**src/rtl/dma_pkg.sv**
```systemverilog
package dma_pkg;

    localparam int DATA_W = 32;

    // register indices
    localparam logic [1:0] REG_CTRL = 2'd0;
    localparam logic [1:0] REG_SRC  = 2'd1;
    localparam logic [1:0] REG_DST  = 2'd2;
    localparam logic [1:0] REG_CNT  = 2'd3;

    // control bit positions
    localparam int B_EN   = 0;
    localparam int B_SRST = 1;
    localparam int B_MODE = 2;
    localparam int B_SSTP = 4;
    localparam int B_DSTP = 6;
    localparam int B_WID  = 8;
    localparam int B_DONE = 16;

    typedef enum logic [1:0] {
        XF_M2M = 2'b00,
        XF_P2M = 2'b01,
        XF_M2P = 2'b10,
        XF_RSV = 2'b11
    } xfer_mode_e;

    typedef enum logic [1:0] {
        IW_WORD = 2'b00,
        IW_BYTE = 2'b01,
        IW_HALF = 2'b10,
        IW_RSV  = 2'b11
    } item_wid_e;

    typedef enum logic [2:0] {
        ST_IDLE,
        ST_WAIT,
        ST_READ,
        ST_WRITE,
        ST_ACK
    } eng_state_e;

    typedef struct packed {
        logic       done;
        item_wid_e  wid;
        logic [1:0] dst_step;
        logic [1:0] src_step;
        xfer_mode_e mode;
        logic       en;
    } ctrl_t;

    function automatic logic is_periph(input xfer_mode_e m);
        return (m == XF_P2M) || (m == XF_M2P);
    endfunction

    // bus size code: 0 byte, 1 half, 2 word
    function automatic logic [1:0] bus_size(input xfer_mode_e m, input item_wid_e w);
        if (!is_periph(m))   return 2'd2;
        else if (w == IW_BYTE) return 2'd0;
        else if (w == IW_HALF) return 2'd1;
        else                 return 2'd2;
    endfunction

    function automatic logic [2:0] size_bytes(input logic [1:0] sz);
        case (sz)
            2'd0:    return 3'd1;
            2'd1:    return 3'd2;
            default: return 3'd4;
        endcase
    endfunction

    function automatic logic [DATA_W-1:0] mask_item(input logic [DATA_W-1:0] d,
                                                    input logic [1:0] sz);
        case (sz)
            2'd0:    return {{(DATA_W-8){1'b0}},  d[7:0]};
            2'd1:    return {{(DATA_W-16){1'b0}}, d[15:0]};
            default: return d;
        endcase
    endfunction

    function automatic logic step_fixed(input logic [1:0] code);
        return code != 2'b00;
    endfunction

endpackage

```
**src/rtl/dma_regs.sv**
```systemverilog
module dma_regs
    import dma_pkg::*;
#(
    parameter int AW       = 32,
    parameter int CW       = 16,
    parameter int SRST_CYC = 2
) (
    input  logic              clk,
    input  logic              rst,
    input  logic              reg_we,
    input  logic [1:0]        reg_addr,
    input  logic [31:0]       reg_wdata,
    input  logic              item_done,
    output ctrl_t             ctrl_q,
    output logic [AW-1:0]     src_base,
    output logic [AW-1:0]     dst_base,
    output logic [CW-1:0]     cnt_q,
    output logic              load_ptrs,
    output logic              eng_clr,
    output logic              rst_busy,
    output logic [31:0]       reg_rdata
);
    localparam int RCW = $clog2(SRST_CYC + 1);

    logic [RCW-1:0] rst_cnt;
    logic           wr_ctrl;
    logic           srst_wr;
    logic           last_item;

    assign wr_ctrl   = reg_we && (reg_addr == REG_CTRL);
    assign srst_wr   = wr_ctrl && reg_wdata[B_SRST];
    assign rst_busy  = (rst_cnt != '0);
    assign eng_clr   = srst_wr || rst_busy;
    assign last_item = item_done && (cnt_q == CW'(1));
    assign load_ptrs = wr_ctrl && reg_wdata[B_EN] && !reg_wdata[B_SRST]
                       && !ctrl_q.en && !rst_busy;

    always_ff @(posedge clk) begin
        if (rst) begin
            ctrl_q   <= '0;
            src_base <= '0;
            dst_base <= '0;
            cnt_q    <= '0;
            rst_cnt  <= '0;
        end else begin
            if (rst_busy)
                rst_cnt <= rst_cnt - RCW'(1);
            if (item_done && (cnt_q != '0))
                cnt_q <= cnt_q - CW'(1);
            if (last_item)
                ctrl_q.done <= 1'b1;
            if (reg_we) begin
                case (reg_addr)
                    REG_CTRL: begin
                        if (reg_wdata[B_SRST]) begin
                            rst_cnt   <= RCW'(SRST_CYC);
                            ctrl_q.en <= 1'b0;
                        end else begin
                            ctrl_q.en       <= reg_wdata[B_EN] && !rst_busy;
                            ctrl_q.mode     <= xfer_mode_e'(reg_wdata[B_MODE +: 2]);
                            ctrl_q.src_step <= reg_wdata[B_SSTP +: 2];
                            ctrl_q.dst_step <= reg_wdata[B_DSTP +: 2];
                            ctrl_q.wid      <= item_wid_e'(reg_wdata[B_WID +: 2]);
                            if (reg_wdata[B_DONE] && !last_item)
                                ctrl_q.done <= 1'b0;
                        end
                    end
                    REG_SRC: src_base <= reg_wdata[AW-1:0];
                    REG_DST: dst_base <= reg_wdata[AW-1:0];
                    default: cnt_q    <= reg_wdata[CW-1:0];
                endcase
            end
        end
    end

    always_comb begin
        reg_rdata = '0;
        case (reg_addr)
            REG_CTRL: begin
                reg_rdata[B_EN]        = ctrl_q.en;
                reg_rdata[B_SRST]      = rst_busy;
                reg_rdata[B_MODE +: 2] = ctrl_q.mode;
                reg_rdata[B_SSTP +: 2] = ctrl_q.src_step;
                reg_rdata[B_DSTP +: 2] = ctrl_q.dst_step;
                reg_rdata[B_WID +: 2]  = ctrl_q.wid;
                reg_rdata[B_DONE]      = ctrl_q.done;
            end
            REG_SRC: reg_rdata[AW-1:0] = src_base;
            REG_DST: reg_rdata[AW-1:0] = dst_base;
            default: reg_rdata[CW-1:0] = cnt_q;
        endcase
    end

endmodule

```
**src/rtl/dma_ptr.sv**
```systemverilog
module dma_ptr #(
    parameter int AW = 32
) (
    input  logic          clk,
    input  logic          rst,
    input  logic          clr,
    input  logic          load,
    input  logic [AW-1:0] base,
    input  logic          adv,
    input  logic          fixed,
    input  logic [2:0]    step,
    output logic [AW-1:0] ptr
);
    always_ff @(posedge clk) begin
        if (rst || clr)
            ptr <= '0;
        else if (load)
            ptr <= base;
        else if (adv && !fixed)
            ptr <= ptr + AW'(step);
    end
endmodule

```
**src/rtl/dma_engine.sv**
```systemverilog
module dma_engine
    import dma_pkg::*;
#(
    parameter int AW = 32
) (
    input  logic              clk,
    input  logic              rst,
    input  logic              clr,
    input  logic              en,
    input  xfer_mode_e        mode,
    input  logic [1:0]        sz,
    input  logic              cnt_nz,
    input  logic              per_req,
    input  logic              m_ready,
    input  logic [DATA_W-1:0] m_rdata,
    input  logic [AW-1:0]     src_ptr,
    input  logic [AW-1:0]     dst_ptr,
    output logic              m_req,
    output logic              m_we,
    output logic [AW-1:0]     m_addr,
    output logic [DATA_W-1:0] m_wdata,
    output logic [1:0]        m_size,
    output logic              per_ack,
    output logic              item_done
);
    eng_state_e        state, nxt;
    logic [DATA_W-1:0] hold_q;
    logic              active;
    logic              periph;

    assign active = en && !clr;
    assign periph = is_periph(mode);

    always_comb begin
        nxt = state;
        case (state)
            ST_IDLE:  if (cnt_nz)  nxt = periph ? ST_WAIT : ST_READ;
            ST_WAIT:  if (per_req) nxt = ST_READ;
            ST_READ:  if (m_ready) nxt = ST_WRITE;
            ST_WRITE: if (m_ready) nxt = periph ? ST_ACK : ST_IDLE;
            default:  nxt = ST_IDLE;
        endcase
        if (!active)
            nxt = ST_IDLE;
    end

    always_ff @(posedge clk) begin
        if (rst) begin
            state  <= ST_IDLE;
            hold_q <= '0;
        end else begin
            state <= nxt;
            if (clr)
                hold_q <= '0;
            else if (active && (state == ST_READ) && m_ready)
                hold_q <= mask_item(m_rdata, sz);
        end
    end

    assign m_req     = active && ((state == ST_READ) || (state == ST_WRITE));
    assign m_we      = m_req && (state == ST_WRITE);
    assign m_addr    = (state == ST_WRITE) ? dst_ptr : src_ptr;
    assign m_wdata   = hold_q;
    assign m_size    = sz;
    assign per_ack   = active && (state == ST_ACK);
    assign item_done = m_we && m_ready;

endmodule

```
**src/rtl/dma_chan.sv**
```systemverilog
module dma_chan
    import dma_pkg::*;
#(
    parameter int AW       = 32,
    parameter int CW       = 16,
    parameter int SRST_CYC = 2
) (
    input  logic        clk,
    input  logic        rst,
    input  logic        reg_we,
    input  logic [1:0]  reg_addr,
    input  logic [31:0] reg_wdata,
    output logic [31:0] reg_rdata,
    output logic        m_req,
    output logic        m_we,
    output logic [31:0] m_addr,
    output logic [1:0]  m_size,
    output logic [31:0] m_wdata,
    input  logic [31:0] m_rdata,
    input  logic        m_ready,
    input  logic        per_req,
    output logic        per_ack,
    output logic        done_o
);
    localparam int NSIDE = 2;

    ctrl_t          ctrl_q;
    logic [AW-1:0]  src_base, dst_base;
    logic [CW-1:0]  cnt_q;
    logic           load_ptrs, eng_clr, rst_busy, item_done;
    logic [1:0]     sz;
    logic [AW-1:0]  bases [NSIDE];
    logic [1:0]     codes [NSIDE];
    logic [AW-1:0]  ptrs  [NSIDE];
    logic [AW-1:0]  eng_addr;

    dma_regs #(.AW(AW), .CW(CW), .SRST_CYC(SRST_CYC)) u_regs (
        .clk       (clk),
        .rst       (rst),
        .reg_we    (reg_we),
        .reg_addr  (reg_addr),
        .reg_wdata (reg_wdata),
        .item_done (item_done),
        .ctrl_q    (ctrl_q),
        .src_base  (src_base),
        .dst_base  (dst_base),
        .cnt_q     (cnt_q),
        .load_ptrs (load_ptrs),
        .eng_clr   (eng_clr),
        .rst_busy  (rst_busy),
        .reg_rdata (reg_rdata)
    );

    assign sz       = bus_size(ctrl_q.mode, ctrl_q.wid);
    assign bases[0] = src_base;
    assign bases[1] = dst_base;
    assign codes[0] = ctrl_q.src_step;
    assign codes[1] = ctrl_q.dst_step;

    for (genvar g = 0; g < NSIDE; g++) begin : g_side
        dma_ptr #(.AW(AW)) u_ptr (
            .clk   (clk),
            .rst   (rst),
            .clr   (eng_clr),
            .load  (load_ptrs),
            .base  (bases[g]),
            .adv   (item_done),
            .fixed (step_fixed(codes[g])),
            .step  (size_bytes(sz)),
            .ptr   (ptrs[g])
        );
    end

    dma_engine #(.AW(AW)) u_eng (
        .clk       (clk),
        .rst       (rst),
        .clr       (eng_clr),
        .en        (ctrl_q.en),
        .mode      (ctrl_q.mode),
        .sz        (sz),
        .cnt_nz    (cnt_q != '0),
        .per_req   (per_req),
        .m_ready   (m_ready),
        .m_rdata   (m_rdata),
        .src_ptr   (ptrs[0]),
        .dst_ptr   (ptrs[1]),
        .m_req     (m_req),
        .m_we      (m_we),
        .m_addr    (eng_addr),
        .m_wdata   (m_wdata),
        .m_size    (m_size),
        .per_ack   (per_ack),
        .item_done (item_done)
    );

    assign m_addr = 32'(eng_addr);
    assign done_o = ctrl_q.done;

endmodule

```
**config.mk**
```make
export PLATFORM = sky130hd
export DESIGN_NAME = dma_chan
export DESIGN_NICKNAME = d
export VERILOG_FILES = /design/src/rtl/dma_pkg.sv /design/src/rtl/dma_regs.sv /design/src/rtl/dma_ptr.sv /design/src/rtl/dma_engine.sv /design/src/rtl/dma_chan.sv
export SDC_FILE = /design/constraint.sdc
export NUM_CORES = 1
export LEC_CHECK = 0
export ABC_AREA = 0
export BUFFER_PORTS_ARGS = -buffer_cell sky130_fd_sc_hd__buf_2
export CAP_MARGIN = 20
export CORE_MARGIN = 1.5
export CORE_UTILIZATION = 50
export CTS_BUF_LIST = sky130_fd_sc_hd__clkbuf_8
export DETAILED_ROUTE_END_ITERATION = 7
export GPL_TIMING_DRIVEN = 0
export PLACE_DENSITY = 0.69
export SETUP_SLACK_MARGIN = 0.1
export SYNTH_ARGS = -nofsm -noshare
export SYNTH_HDL_FRONTEND = slang
export SYNTH_SLANG_ARGS = --single-unit
export TNS_END_PERCENT = 10
```
**constraint.sdc**
```tcl
create_clock -name clk -period 3.8 [get_ports clk]
set_clock_uncertainty 0.05 [all_clocks]
set_input_delay 0.57 -clock clk [delete_from_list [all_inputs] [get_ports clk]]
set_output_delay 0.57 -clock clk [all_outputs]
set_load 0.005 [all_outputs]
```
; ---- Word level (Yosys, flattened, before mapping)
; Index checks and enable logic that the tools add are counted.
[op_classes]
n_addsub = 4
n_eq_ne = 16
n_mux = 34
n_bitwise = 2
n_reduce_logical = 47
[ops]
columns = op, n
row1 = $mux W32, 5
row2 = $add A32 B3 Y32, 2
row3 = $pmux W32 S2, 1
row4 = $mux W16, 3
row5 = $pmux W10 S3, 1
row6 = $pmux W15 S2, 1
row7 = $mux W10, 2
row8 = $logic_and A1 B1 Y1, 19
row9 = $pmux W6 S3, 1
row10 = $eq A16 B1 Y1 const B, 1
row11 = $mux W2, 8
row12 = $reduce_bool A16 Y1, 1
row13 = $sub A16 B1 Y16 const B, 1
row14 = $mux W3, 5
row15 = $pmux W3 S4, 1
row16 = $reduce_bool A2 Y1, 5
row17 = $mux W9, 1
row18 = $eq A2 B1 Y1 const B, 4
row19 = $logic_not A1 Y1, 7
row20 = $eq A2 B2 Y1 const B, 3
row21 = $eq A3 B2 Y1 const B, 2
row22 = $ne A2 B2 Y1 const B, 3
row23 = $pmux W3 S2, 1
row24 = $reduce_and A2 Y1, 3
row25 = 14 further kinds, 22
[totals]
reg_bits = 191
inputBits = 71
out_inout_bits = 102
wordCells = 117

; ---- Longest topological paths before layout
[logic_depth]
word_depth = 16
depth_mapped = 16
mapped_depth_nobuf = 13

; ---- By module
; From an unflattened synthesis, not the netlist that was laid out.
[hier_totals]
hier_cells = 1260
area_unflattened_um2 = 9979.6
[modules_own_cells]
columns = module, instances, cells_each, area_each_um2, seq_area_each_um2
row1 = dma_regs, 1, 554, 4246.6, 1841.8
row2 = dma_ptr, 2, 237, 1845.5, 640.6
row3 = dma_engine, 1, 216, 1933.1, 700.7
row4 = dma_chan, 1, 16, 108.9, 0.0

; ---- Worst setup path before layout
; Ideal clock, no wire load.
[synth_timing]
kind = register -> register
start = register u_regs.ctrl_q[7] (netlist name)
end = register g_side[0].u_ptr.ptr[10]
setup_ps = 70
arrival_time_ps = 3360
t_required_ps = 3680
slack_ps = 320
stages_incl_launch_ff = 16
path_buffers = 2
synth_period_minus_slack_ps = 3480
path_cell_list = dfxtp_1 inv_1 ha_1 nand2b_1 clkbuf_1 or2_2 clkbuf_1 inv_1 ha_1 inv_1 fa_1 nand2b_1 a211oi_1 nand3_1 mux2_2 a21oi_1
[synth_between]
elab_chain_len = 9
elab_cells_between_ends = 11
classes_between = add/sub (1) / eq/ne (3) / mux (6) / reduce/logical (1)
[synth_rtl]
columns = item, line_no
row1 = $eq A2 B2 Y1, dma_pkg.sv:59  ; else if (w == IW_HALF) return 2'd1;
row2 = $mux W2, dma_pkg.sv:59
row3 = $mux W2 *, dma_pkg.sv:58  ; else if (w == IW_BYTE) return 2'd0;
row4 = $mux W2 *, dma_pkg.sv:57  ; if (!is_periph(m)) return 2'd2;
row5 = $eq A2 B1 Y1 or $logic_not A2 Y1 (tied branches), dma_pkg.sv:64  ; case (sz)
row6 = $pmux W3 S2 *, dma_pkg.sv:64
row7 = $add A32 B3 Y32 *, dma_ptr.sv:20  ; ptr <= ptr + AW'(step);
row8 = $mux W32 *, dma_ptr.sv:19  ; else if (adv && !fixed)
row9 = $mux W32 *, dma_ptr.sv:17  ; else if (load)
row10 = "end signal, assigned", dma_ptr.sv:18  ; ptr <= base;
row11 = "end signal, assigned", dma_ptr.sv:20
row12 = "end, declared", dma_ptr.sv:12  ; output logic [AW-1:0] ptr
; Every way passes the cells marked *; elsewhere a longest branch is shown, timed or not. The select of a mux whose other input is x is not followed.
; A chain may end at the register's enable or synchronous reset.

; ---- Worst setup path after layout
[layout_timing]
start = register u_regs.ctrl_q[7] (netlist name)
end = register g_side[0].u_ptr.ptr[26]
[layout_between]
elab_chain_len = 9
elab_cells_between_ends = 11
classes_between = add/sub (1) / eq/ne (3) / mux (6) / reduce/logical (1)
[layout_rtl]
columns = item, line_no
row1 = $eq A2 B2 Y1, dma_pkg.sv:59
row2 = $mux W2, dma_pkg.sv:59
row3 = $mux W2 *, dma_pkg.sv:58
row4 = $mux W2 *, dma_pkg.sv:57
row5 = $eq A2 B1 Y1 or $logic_not A2 Y1 (tied branches), dma_pkg.sv:64
row6 = $pmux W3 S2 *, dma_pkg.sv:64
row7 = $add A32 B3 Y32 *, dma_ptr.sv:20
row8 = $mux W32 *, dma_ptr.sv:19
row9 = $mux W32 *, dma_ptr.sv:17
; Marked as above.

==> flow_summary_export.csv <==
group,metric,value,unit
outcome,run_status,"finished clean",
timing,maxSlewHeadroom,35.3,%
cts,cts.htree.levels,4,
timing,post-route-period-util,93.7,%
die,io_pins,173,
worst_setup_path,path_delay_family,"simple AND/OR/NAND/NOR gates",
place,gp_congestion,0.960,
synth,synth_seq_cells,191,
grt,antenna_found_initial,1,
synth,yosys_warnings,0,
finish,diodes,0,
synth,synth_top_area_share,37.8,%
cts,clock_sinks,191,
timing,clock.fmax,281,MHz
timing,finalHoldViolations,0,
grt,overflow,0,
die,start_util,51.5,%
grt,grt_max_degree,21,
place,hpwl,27400,um
synth,synth_fp_nets,1457,
routing,via_per_inst,5.99,
worst_setup_path,critPathMaxStageDelay,0.50,ns
routing,vias,11000,
timing,tightest_slew,0.961,ns
power,vdd_drop_max,0.205,mV
power,leakage,0.00437,uW
routing,antenna_left,0,
routing,wl_per_cell,19.5,um
cts,cts_tree,"done",
place,io_buffers,171,
cts,numCtsBuffers,17,
synth,syn_area_per_cell,7.38,um^2
synth,netlist_area,0.0101,mm^2
synth,synthArstFlopShare,0,%
worst_setup_path,startpoint_type,"register",
min_path,holdCritPathClass,"in -> reg",
synth,synth_ff_type,"dfxtp_1",
cts,insertion_delay,0.49,ns
cts,cts-root-buf,"clkbuf_8",
worst_setup_path,cp-end-kind,"register",
grt,grt_pass1_vias,9997,
finish,drive_gt1_share,15.5,%
die,die_h,145,um
grt,grt_pass1_wl,55800,um
worst_setup_path,cp.arrival,3.93,ns
finish,nNetsFinal,1649,
synth,synth_edf_count,0,
worst_setup_path,crit_chain,"inv_1, ha_1, nand2b_1, buf_2, or2_4, inv_1, ha_1, inv_1, fa_1, nand2b_4, a211oi_2, nand2_1, or4_1, a31oi_1",
place,dpl_cell_area,0.0113,mm^2
finish,stdcell_area,0.0118,mm^2
synth,seq_area_frac_synth,37.8,%
die,rows,51,
power,finalPower,3820,uW
place,pre_cts_slack,-0.515,ns
routing,firstDrtPassIters,8,
routing,drc_errors,0,
timing,fin_crit,3.56,ns
synth,synth.distinct_cells,66,
worst_setup_path,path_buf_inv,4,
routing,wl,36000,um
synth,synthMostInstantiatedCell,"nand2_1",
finish,area_growth,16.6,%
worst_setup_path,path_class,"reg -> reg",
timing,rsz0062_at_grt,"true",
job,maxCapViolCount,0,
timing,worst_slack,0.238,ns
synth,synth_commonest_cells,"nand2_1 (355), dfxtp_1 (191), a21oi_1 (149)",
worst_setup_path,worstPathRequired,4.17,ns
timing,final.setup.tns,0,ns
grt,globalRouteTotalUtil,33.4,%
synth,synthCells,1370,
synth,yosys-top-cells-area,"dfxtp_1 (38%), nand2_1 (13%), a21oi_1 (7.4%), clkbuf_1 (3.5%), o21ai_0 (2.9%)",
routing,drt_iter0_drc,1119,
synth,yosysTopAreaCell,"dfxtp_1",
cts,cts_buffer_depth,2,
die,die-area,0.0211,mm^2
cts,clk_pin_slew_worst_paths,0.12,ns
worst_setup_path,cp_slowest_cell,"or4_1",
timing,setup-violations-final,0,
worst_setup_path,cp_common_cell,"inv_1",
die,core,0.0197,mm^2
worst_setup_path,cp_max_fo,9,
power,pwr_density_cell,324,mW/mm^2
timing,slew_viol_final,0,
die,die_w,145,um
==> timing repair <==
| action | CTS | global route |
|---|---|---|
| buffers inserted | 1 | 2 |
| resized for setup | 12 | 7 |
| setup endpoints to repair | 26 | 20 |
| hold buffers | 0 | 0 |
| pin swaps | 2 | 1 |
==> where the power goes <==
group	total, uW	switching, uW	internal, uW
sequential	2080	45.8	2040
combinational	336	220	116
clock	1400	876	521
==> cells in the final DEF, fill, tap and decap left out, types with 5 or more instances in the layout <==
cell type and count:
inv_1 28, nor2b_1 17, nand3_1 52, or4_1 9
a41oi_1 9, nand2_1 354, nand4_1 33, a22oi_1 32
o21ai_0 59, a222oi_1 10, a211oi_1 8, and2_1 13
mux2i_1 16, clkbuf_1 91, nor3_1 7, a311oi_1 12
buf_2 179, and3_1 10, clkbuf_8 18, a32oi_1 5
buf_4 5, and4_1 12, a31oi_1 40, a21oi_1 148
xor2_1 8, inv_8 5, nand4b_1 9, nor2_1 56
buf_1 6, ha_1 14, o211ai_1 12, or3_1 22
dfxtp_1 190
==> through the flow <==
step	hold WS, ns	cells	utilization, %
3_3_place_gp	0.386	1806	57.5
6_report	0.257	1840	60.0
4_1_cts	0.248	1838	59.8
5_1_grt	0.248	1840	60.0
2_1_floorplan	0.395	1370	-
3_5_place_dp	0.391	1806	57.5
==> logic make-up (layout without fill, tap and decap cells) <==
logic type,count (synthesis),count (layout),share of synthesized area [%]
xor+xnor,13,13,1.13
fa+ha+maj,16,16,2.13
compound gates,361,361,22.0
simple gates,634,634,29.8
buf+inv,137,342,5.31
mux,18,18,1.81
flops,191,191,37.8
==> layout make-up <==
class                      instances  area (um^2)
timing repair buffer             174          878
multi-input combinational       1042         5810
clock inverter                    14          156
tap                              265          332
clock buffer                      18          248
buffer                           108          430
sequential                       191         3820
fill                            1895         7870
inverter                          28          105
==> state kept, by name, summed over array words and instances, names as in the netlist <==
register	cells
g_side.u_ptr.ptr	64
u_eng.m_wdata	32
u_eng.state	3
u_regs.cnt_q	16
u_regs.ctrl_q	10
u_regs.dst_base	32
u_regs.rst_cnt	2
u_regs.src_base	32
==> tightest hold or removal path, cell delays in order <==
cell and delay [ns]:
buf_2 0.09, nand2_1 0.05, a21oi_1 0.05
==> routing by layer <==
metal | part of all wire [%] | GRT usage, % | up-vias
li1 | - | - | 5272
met1 | 43 | 46.3 | 5070
met2 | 44 | 51.1 | 611
met3 | 11 | 8.08 | 66
met4 | 2.2 | 10.5 | 3
met5 | 0.10 | 0 | -
==> final timing paths <==
kind,startpoint,slack [ns],cells after the start,end
min,m_rdata[7],0.26,3,u_eng.m_wdata[7]$_SDFFE_PP0P_
min reg2reg,u_eng.m_wdata[24]$_SDFFE_PP0P_,0.40,2,u_eng.m_wdata[24]$_SDFFE_PP0P_
max reg2reg,u_regs.ctrl_q[7]$_SDFFE_PP0P_,0.24,14,g_side[0].u_ptr.ptr[26]$_SDFFE_PP0P_
max,u_regs.ctrl_q[7]$_SDFFE_PP0P_,0.24,14,g_side[0].u_ptr.ptr[26]$_SDFFE_PP0P_
No activity file was read; power rests on OpenSTA's default activity.
